$ cat src/rtl/edge_fe_pkg.sv
package edge_fe_pkg;
  typedef enum logic [1:0] {
    PACE_BUS     = 2'd0,
    PACE_SAMPLED = 2'd1,
    PACE_INPUT   = 2'd2,
    PACE_RSVD    = 2'd3
  } pace_mode_e;

  function automatic logic is_edge_mode(input logic [1:0] m);
    return (m == PACE_SAMPLED) || (m == PACE_INPUT);
  endfunction
endpackage

$ cat src/rtl/in_sync_bank.sv
module in_sync_bank #(
  parameter int N_IN = 8
) (
  input  logic            clk,
  input  logic            rst,
  input  logic [N_IN-1:0] raw_i,
  input  logic [N_IN-1:0] use_sync_i,
  output logic [N_IN-1:0] synced_o,
  output logic [N_IN-1:0] cond_o
);
  logic [N_IN-1:0] stage1_q, stage2_q, cond_q;

  for (genvar i = 0; i < N_IN; i++) begin : g_lane
    always_ff @(posedge clk) begin
      if (rst) begin
        stage1_q[i] <= 1'b0;
        stage2_q[i] <= 1'b0;
        cond_q[i]   <= 1'b0;
      end else begin
        stage1_q[i] <= raw_i[i];
        stage2_q[i] <= stage1_q[i];
        cond_q[i]   <= use_sync_i[i] ? stage2_q[i] : raw_i[i];
      end
    end

    // Bypassed lane mirrors the raw input one edge later
    assert_bypass_latency_R7: assert property (@(posedge clk) disable iff (rst)
      (!$past(rst) && !$past(use_sync_i[i])) |-> (cond_o[i] == $past(raw_i[i])));
  end

  assign synced_o = stage2_q;
  assign cond_o   = cond_q;
endmodule

$ cat src/rtl/edge_sel_detect.sv
module edge_sel_detect #(
  parameter int N_CLK_IN = 4,
  parameter int SEL_W    = 4,
  localparam int IDX_W   = (N_CLK_IN > 1) ? $clog2(N_CLK_IN) : 1
) (
  input  logic                clk,
  input  logic                rst,
  input  logic [N_CLK_IN-1:0] synced_i,
  input  logic [SEL_W-1:0]    sel_i,
  output logic [IDX_W-1:0]    idx_o,
  output logic                sel_valid_o,
  output logic                edge_hit_o
);
  localparam int N_CODES = 2 * N_CLK_IN;

  logic cur, prev_q, falling_pick;

  assign idx_o        = sel_i[IDX_W:1];
  assign falling_pick = sel_i[0];
  assign sel_valid_o  = (int'(sel_i) < N_CODES);
  assign cur          = synced_i[idx_o];

  always_ff @(posedge clk) begin
    if (rst) prev_q <= 1'b0;
    else     prev_q <= cur;
  end

  assign edge_hit_o = falling_pick ? (prev_q & ~cur) : (cur & ~prev_q);
endmodule

$ cat src/rtl/tick_gen.sv
module tick_gen
  import edge_fe_pkg::*;
(
  input  logic       clk,
  input  logic       rst,
  input  logic [1:0] mode_i,
  input  logic       sel_valid_i,
  input  logic       edge_hit_i,
  output logic       tick_o
);
  logic tick_q, next_tick;

  always_comb begin
    unique case (pace_mode_e'(mode_i))
      PACE_BUS:                 next_tick = 1'b1;
      PACE_SAMPLED, PACE_INPUT: next_tick = sel_valid_i & edge_hit_i;
      default:                  next_tick = 1'b0;
    endcase
  end

  always_ff @(posedge clk) begin
    if (rst) tick_q <= 1'b0;
    else     tick_q <= next_tick;
  end

  assign tick_o = tick_q;

  assert_bus_every_cycle_R1: assert property (@(posedge clk) disable iff (rst)
    (!$past(rst) && $past(mode_i) == 2'd0) |-> tick_o);
  assert_reserved_mode_silent_R5: assert property (@(posedge clk) disable iff (rst)
    ($past(mode_i) == 2'd3) |-> !tick_o);
endmodule

$ cat src/rtl/edge_tick_frontend.sv
module edge_tick_frontend
  import edge_fe_pkg::*;
#(
  parameter int N_IN     = 8,
  parameter int N_CLK_IN = 4,
  parameter int SEL_W    = 4,
  localparam int IDX_W   = (N_CLK_IN > 1) ? $clog2(N_CLK_IN) : 1
) (
  input  logic            clk,
  input  logic            rst,
  input  logic [N_IN-1:0] in_i,
  input  logic [1:0]      mode_i,
  input  logic [SEL_W-1:0] sel_i,
  input  logic [N_IN-1:0] sync_mask_i,
  output logic            tick_o,
  output logic [N_IN-1:0] cond_o
);
  logic [N_IN-1:0]  synced, use_sync;
  logic [IDX_W-1:0] idx;
  logic             sel_valid, edge_hit, edge_mode;

  assign edge_mode = is_edge_mode(mode_i);

  // The pacing input always keeps its synchronizer in edge modes
  for (genvar i = 0; i < N_IN; i++) begin : g_use
    if (i < N_CLK_IN) begin : g_clk_cap
      assign use_sync[i] = sync_mask_i[i] |
                           (edge_mode & sel_valid & (int'(idx) == i));
    end else begin : g_plain
      assign use_sync[i] = sync_mask_i[i];
    end
  end

  in_sync_bank #(.N_IN(N_IN)) u_sync (
    .clk(clk), .rst(rst), .raw_i(in_i), .use_sync_i(use_sync),
    .synced_o(synced), .cond_o(cond_o)
  );

  edge_sel_detect #(.N_CLK_IN(N_CLK_IN), .SEL_W(SEL_W)) u_edge (
    .clk(clk), .rst(rst), .synced_i(synced[N_CLK_IN-1:0]), .sel_i(sel_i),
    .idx_o(idx), .sel_valid_o(sel_valid), .edge_hit_o(edge_hit)
  );

  tick_gen u_tick (
    .clk(clk), .rst(rst), .mode_i(mode_i), .sel_valid_i(sel_valid),
    .edge_hit_i(edge_hit), .tick_o(tick_o)
  );

  assert_edge_tick_single_R2: assert property (@(posedge clk) disable iff (rst)
    (tick_o && edge_mode && $stable(mode_i) && $stable(sel_i)) |=>
      (!tick_o || !$stable(mode_i) || !$stable(sel_i)));
  assert_reserved_code_silent_R6: assert property (@(posedge clk) disable iff (rst)
    ($past(edge_mode) && !$past(sel_valid)) |-> !tick_o);
  assert_reset_clears_R9: assert property (@(posedge clk)
    $past(rst) |-> (!tick_o && cond_o == '0));
endmodule

$ cat config.mk
export PLATFORM = sky130hd
export DESIGN_NAME = edge_tick_frontend
export DESIGN_NICKNAME = d
export VERILOG_FILES = /design/src/rtl/edge_fe_pkg.sv /design/src/rtl/in_sync_bank.sv /design/src/rtl/edge_sel_detect.sv /design/src/rtl/tick_gen.sv /design/src/rtl/edge_tick_frontend.sv
export SDC_FILE = /design/constraint.sdc
export NUM_CORES = 1
export LEC_CHECK = 0
export ABC_CLOCK_PERIOD_IN_PS = 3300
export BUFFER_PORTS_ARGS = -buffer_cell sky130_fd_sc_hd__buf_2
export CAP_MARGIN = 15
export CORE_MARGIN = 1
export CORE_UTILIZATION = 49
export DETAILED_ROUTE_END_ITERATION = 12
export PLACE_DENSITY = 0.91
export SYNTH_ARGS = -nofsm -noshare
export SYNTH_HDL_FRONTEND = slang
export SYNTH_SLANG_ARGS = --single-unit
$ cat constraint.sdc
create_clock -name clk -period 3.3 [get_ports clk]
set_clock_uncertainty 0.05 [all_clocks]
set_input_delay 0.165 -clock clk [delete_from_list [all_inputs] [get_ports clk]]
set_output_delay 0.165 -clock clk [all_outputs]
set_load 0.01 [all_outputs]
# Word-level counts from Yosys, hierarchy flattened
# Index checks and enable logic that the tools add are counted.
[totals] ff_bits=26 in_bits=24 word_cells=63 output_inout_bits=9
[op_classes] n_eq_ne=5 mux=12 n_bitwise=14 reduce_logical=4 magnitude_cmp=2
[ops] op="$mux W1" n=10
[ops] op="$and A1 B1 Y1" n=8
[ops] op="$eq A2 B2 Y1 const B" n=3
[ops] op="$eq A2 B1 Y1 const B" n=2
[ops] op="$logic_not A2 Y1" n=2
[ops] op="$lt A4 B4 Y1 const B" n=1
[ops] op="$or A1 B1 Y1" n=4
[ops] op="$lt A2 B3 Y1 const B" n=1
[ops] op="$bmux W1 S2" n=1
[ops] op="$not A1 Y1" n=2
[ops] op="$pmux W1 S2" n=1
[ops] op="$reduce_or A2 Y1" n=1
[ops] op="$logic_or A1 B1 Y1" n=1

# Longest topological paths before layout
[depth] ltp_word=7 depth_mapped=5 depth_no_buf=5

# Hierarchy
# From an unflattened synthesis, not the netlist that was laid out.
[unflattened] hier_cells=81 hier_area_um2=948.4
[modules_own_cells] module="in_sync_bank" n_inst=1 seq_area_each_um2=480.5 cells_per_inst=58 area_per_inst_um2=735.7
[modules_own_cells] module="edge_sel_detect" n_inst=1 seq_area_each_um2=20.0 cells_per_inst=9 area_per_inst_um2=87.6
[modules_own_cells] module="tick_gen" n_inst=1 seq_area_each_um2=20.0 cells_per_inst=7 area_per_inst_um2=68.8
[modules_own_cells] module="edge_tick_frontend" n_inst=1 seq_area_each_um2=0.0 cells_per_inst=7 area_per_inst_um2=56.3

# Worst setup path before layout
# OpenSTA, ideal clock, no wires.
[synth_timing] kind="input-to-reg" from="input port mode_i[0]" to="register u_sync.cond_q[0] (netlist: u_sync.cond_o[0])" required_ns=3.183 path_buffers=0 slack_ns=1.904 stages=5 setup_time_ns=0.067 arrival_ns=1.278 cell_sequence="inv_1 > ha_1 > or4b_4 > a21bo_1 > a21oi_2"
[synth_between] elab_chain_len=6 word_cells_on_any_way=7 classes_between="eq/ne (2); mux (1); bitwise (3); reduce/logical (1)"
[synth_rtl] item="start: declaration" line="edge_tick_frontend.sv:12" text="input logic [1:0] mode_i,"
[synth_rtl] item="$eq A2 B1 Y1 or $eq A2 B2 Y1 (tied branches)" line="edge_fe_pkg.sv:10" text="return (m == PACE_SAMPLED) || (m == PACE_INPUT);"
[synth_rtl] item="$logic_or A1 B1 Y1 *" line="edge_fe_pkg.sv:10"
[synth_rtl] item="$and A1 B1 Y1 * (2 in series)" line="edge_tick_frontend.sv:28" text="(edge_mode & sel_valid & (int'(idx) == i));"
[synth_rtl] item="$or A1 B1 Y1 *" line="edge_tick_frontend.sv:27" text="assign use_sync[i] = sync_mask_i[i] |"
[synth_rtl] item="$mux W1 *" line="in_sync_bank.sv:22" text="cond_q[i] <= use_sync_i[i] ? stage2_q[i] : raw_i[i];"
[synth_rtl] item="end signal: indexed assignment" line="in_sync_bank.sv:22"
[synth_rtl] item="end: declaration" line="in_sync_bank.sv:11" text="logic [N_IN-1:0] stage1_q, stage2_q, cond_q;"
# Mark *: on every way between the ends. The rest lies on a longest branch, timed or not.
# A chain may end at the register's enable or synchronous reset.

# Worst setup path after layout
[layout_timing] from="input port mode_i[1]" to="register u_sync.cond_q[0] (netlist: u_sync.cond_o[0])"
# The elaborated chain is that of the path after synthesis.

==> summary.md <==
| Metric | Value |
|---|---|
| Gp weighted congestion | `0.720` |
| # diodes | `0` |
| Worst VDD drop | `307 uV` |
| Max Slew Vio Count | `0` |
| Mapped Nets | `111` |
| Detailed Route Iter0 Violations | `3` |
| Final cell count without fillers | `143` |
| Die Wd | `45.5 um` |
| Ys Warns | `0` |
| Fmax | `796 MHz` |
| Layout cells sized above 1 | `0.356` |
| Residual DRC | `0` |
| H-tree depth | `1` |
| First-pass GRT wire length | `2460 um` |
| Distinct cells, synth | `20` |
| Gr usage total | `0.173` |
| Sequential cell area | `520 um^2` |
| Synthesized area | `928 um^2` |
| Clk Latency, worst-skew pair | `0.31 ns` |
| Leading cell types in the layout, fill and taps excluded | `buf_2, dfxtp_1, nor2b_1, inv_1, nor2_1` |
| Setup repair bufs after CTS | `0` |
| Power density over the cells | `455 nW/um^2` |
| Clk slew on worst S/H paths | `0.13 ns` |
| Via-to-Cell Ratio | `4.76` |
| Yosys reg bits | `26` |
| Post-Syn Area per Cell | `10.9 um^2` |
| Die Y-Extent | `45.5 um` |
| CTS tree | `built` |
| Largest net degree at the start of global routing | `27` |
| Final Cycle Share | `0.381` |
| Total power | `0.000516 W` |
| Clock sink count | `26` |
| Crit path DAT | `1.45 ns` |
| Util after Layout | `0.650` |
| Relative slew slack | `0.716` |
| CP Max Fanout | `5` |
| Max Cap Viol | `0` |
| Hold Vio Cnt, Final | `0` |
| Routed len/inst | `11.0 um` |
| Multi-input logic area | `378 um^2` |
| Die ar. | `2070 um^2` |
| TritonCTS Buffers | `3` |
| P_leak | `0.536 nW` |
| Vias in the first global route | `629` |
| Syn-to-layout area delta | `22.2%` |
| Antenna viol nets, final | `0` |
| Met3 wire len | `55 um` |
| Setup violations, final | `0` |
| Initial antenna violation count | `0` |
| Nets | `146` |
| Row count | `15` |
| Post-Syn Instances | `85` |
| Status | `finished, final reports clean` |
| Startpoint types | `input pin` |
| Setup TNS | `0 ns` |
| DR vias | `681` |
| CTS Hold Bufs | `0` |
| Top Ports | `33` |
| Type of the worst min-delay path | `input pin to register` |
| Top Layer Used | `met4` |
| Post-CTS Resized | `0` |
| Seq/Total Area, Yosys | `0.561` |
| Met1 WL | `656 um` |
| CP Class | `input pin to register` |
| Critical path endpoint category | `register` |
| Crit path time final | `1.26 ns` |
| RSZ-0062 raised after global routing | `false` |
| Clock Path Buffers | `2` |
| Commonest non-fill, non-tap cell in the layout | `buf_2` |
| Root buffer cell | `clkbuf_4` |
| Worst EP required | `3.50 ns` |
| # port buffers | `32` |
| Slew of the pin with the lowest slew margin | `0.426 ns` |
| Post-DP HPWL | `1220 um` |
| Core area | `1750 um^2` |
| Fillers | `167` |
| GRT overflow | `0` |
| Detailed Routing Iterations Pass 1 | `3` |
| Drt total wl | `1570 um` |
| Met2 wire length | `821 um` |
| Placed Instances | `140` |
| Initial core utilization | `0.532` |
## synth_stat cells
library cell,instances,area [um^2]
nand2_1,1,3.75
nand3_1,4,20.0
a21bo_2,3,30.0
nand4_1,2,12.5
a21oi_2,1,8.76
nand4bb_1,2,22.5
a21oi_1,3,15.0
ha_1,2,25.0
o211ai_1,1,7.51
nor2b_1,17,106
a21bo_1,1,10.0
nor2_1,6,22.5
inv_1,6,22.5
dfxtp_1,26,521
mux2i_1,4,40.0
nand4b_1,1,8.76
and2b_2,1,8.76
or4b_4,1,13.8
mux4_2,1,22.5
clkbuf_1,2,7.51
## layer usage
metal  track usage  vias to the layer above
li1              -                      351
met1         0.190                      308
met2         0.300                       18
met3        0.0357                        4
met4         0.109                        0
met5             0                        -
## area by class of cell
class                           instances  area share
Clock buffer                            3      0.0198
Inverter                                6      0.0198
Multi-Input combinational cell         51       0.333
Sequential cell                        26       0.459
Tap cell                               25      0.0276
Timing Repair Buffer                   32       0.141
## stage by stage
step / instance area (um^2) / setup WS, ns / hold WS, ns
finish: 1130 / 2.04 / 0.0250
global route: 1130 / 2.00 / 0.0224
CTS: 1130 / 2.04 / 0.0174
detailed placement: 1110 / 1.71 / 0.353
global placement: 1110 / 1.78 / 0.338
floorplan: 928 / 1.90 / 0.187
## worst paths after layout
| check | start | to | slack, ns | depth (start not counted) |
|---|---|---|---|---|
| worst max-delay path | mode_i[1] | u_sync.cond_o[0] | 2.04 | 6 |
| worst min-delay path | in_i[1] | u_sync.stage1_q[1] | 0.03 | 2 |
| worst max register to register | u_sync.synced_o[1] | u_tick.tick_o | 2.15 | 3 |
| worst min register to register | u_sync.stage1_q[3] | u_sync.synced_o[3] | 0.41 | 1 |
## critical path, cell delays in order
cell and delay, ns:
buf_2 0.09, inv_1 0.05, ha_1 0.34, or4b_4 0.48, a21bo_1 0.21, a21oi_2 0.12
## logic make-up (layout without fill, tap and decap cells)
family,count (synthesis),in the layout,synth area share
buffers and inverters,8,41,0.0323
adder cells (fa/ha/maj),2,2,0.0269
flip-flops,26,26,0.561
AO/OA/AOI/OAI,9,9,0.0768
AND/OR/NAND/NOR,35,35,0.236
multiplexers,5,5,0.0674
## flip-flops by register name, indices dropped and copies added (netlist names)
register         cells
u_sync.cond_o        8
u_sync.synced_o      8
u_tick.tick_o        1
u_edge.prev_q        1
u_sync.stage1_q      8
## power by group
group	leakage, nW	switching (W)	internal, W
Combinational	0.307	0.0000283	0.0000308
Sequential	0.215	0.00000372	0.000329
Clock	0.0138	0.0000817	0.0000426
Total	0.536	0.000114	0.000402
No activity file was read; power rests on OpenSTA's default activity.
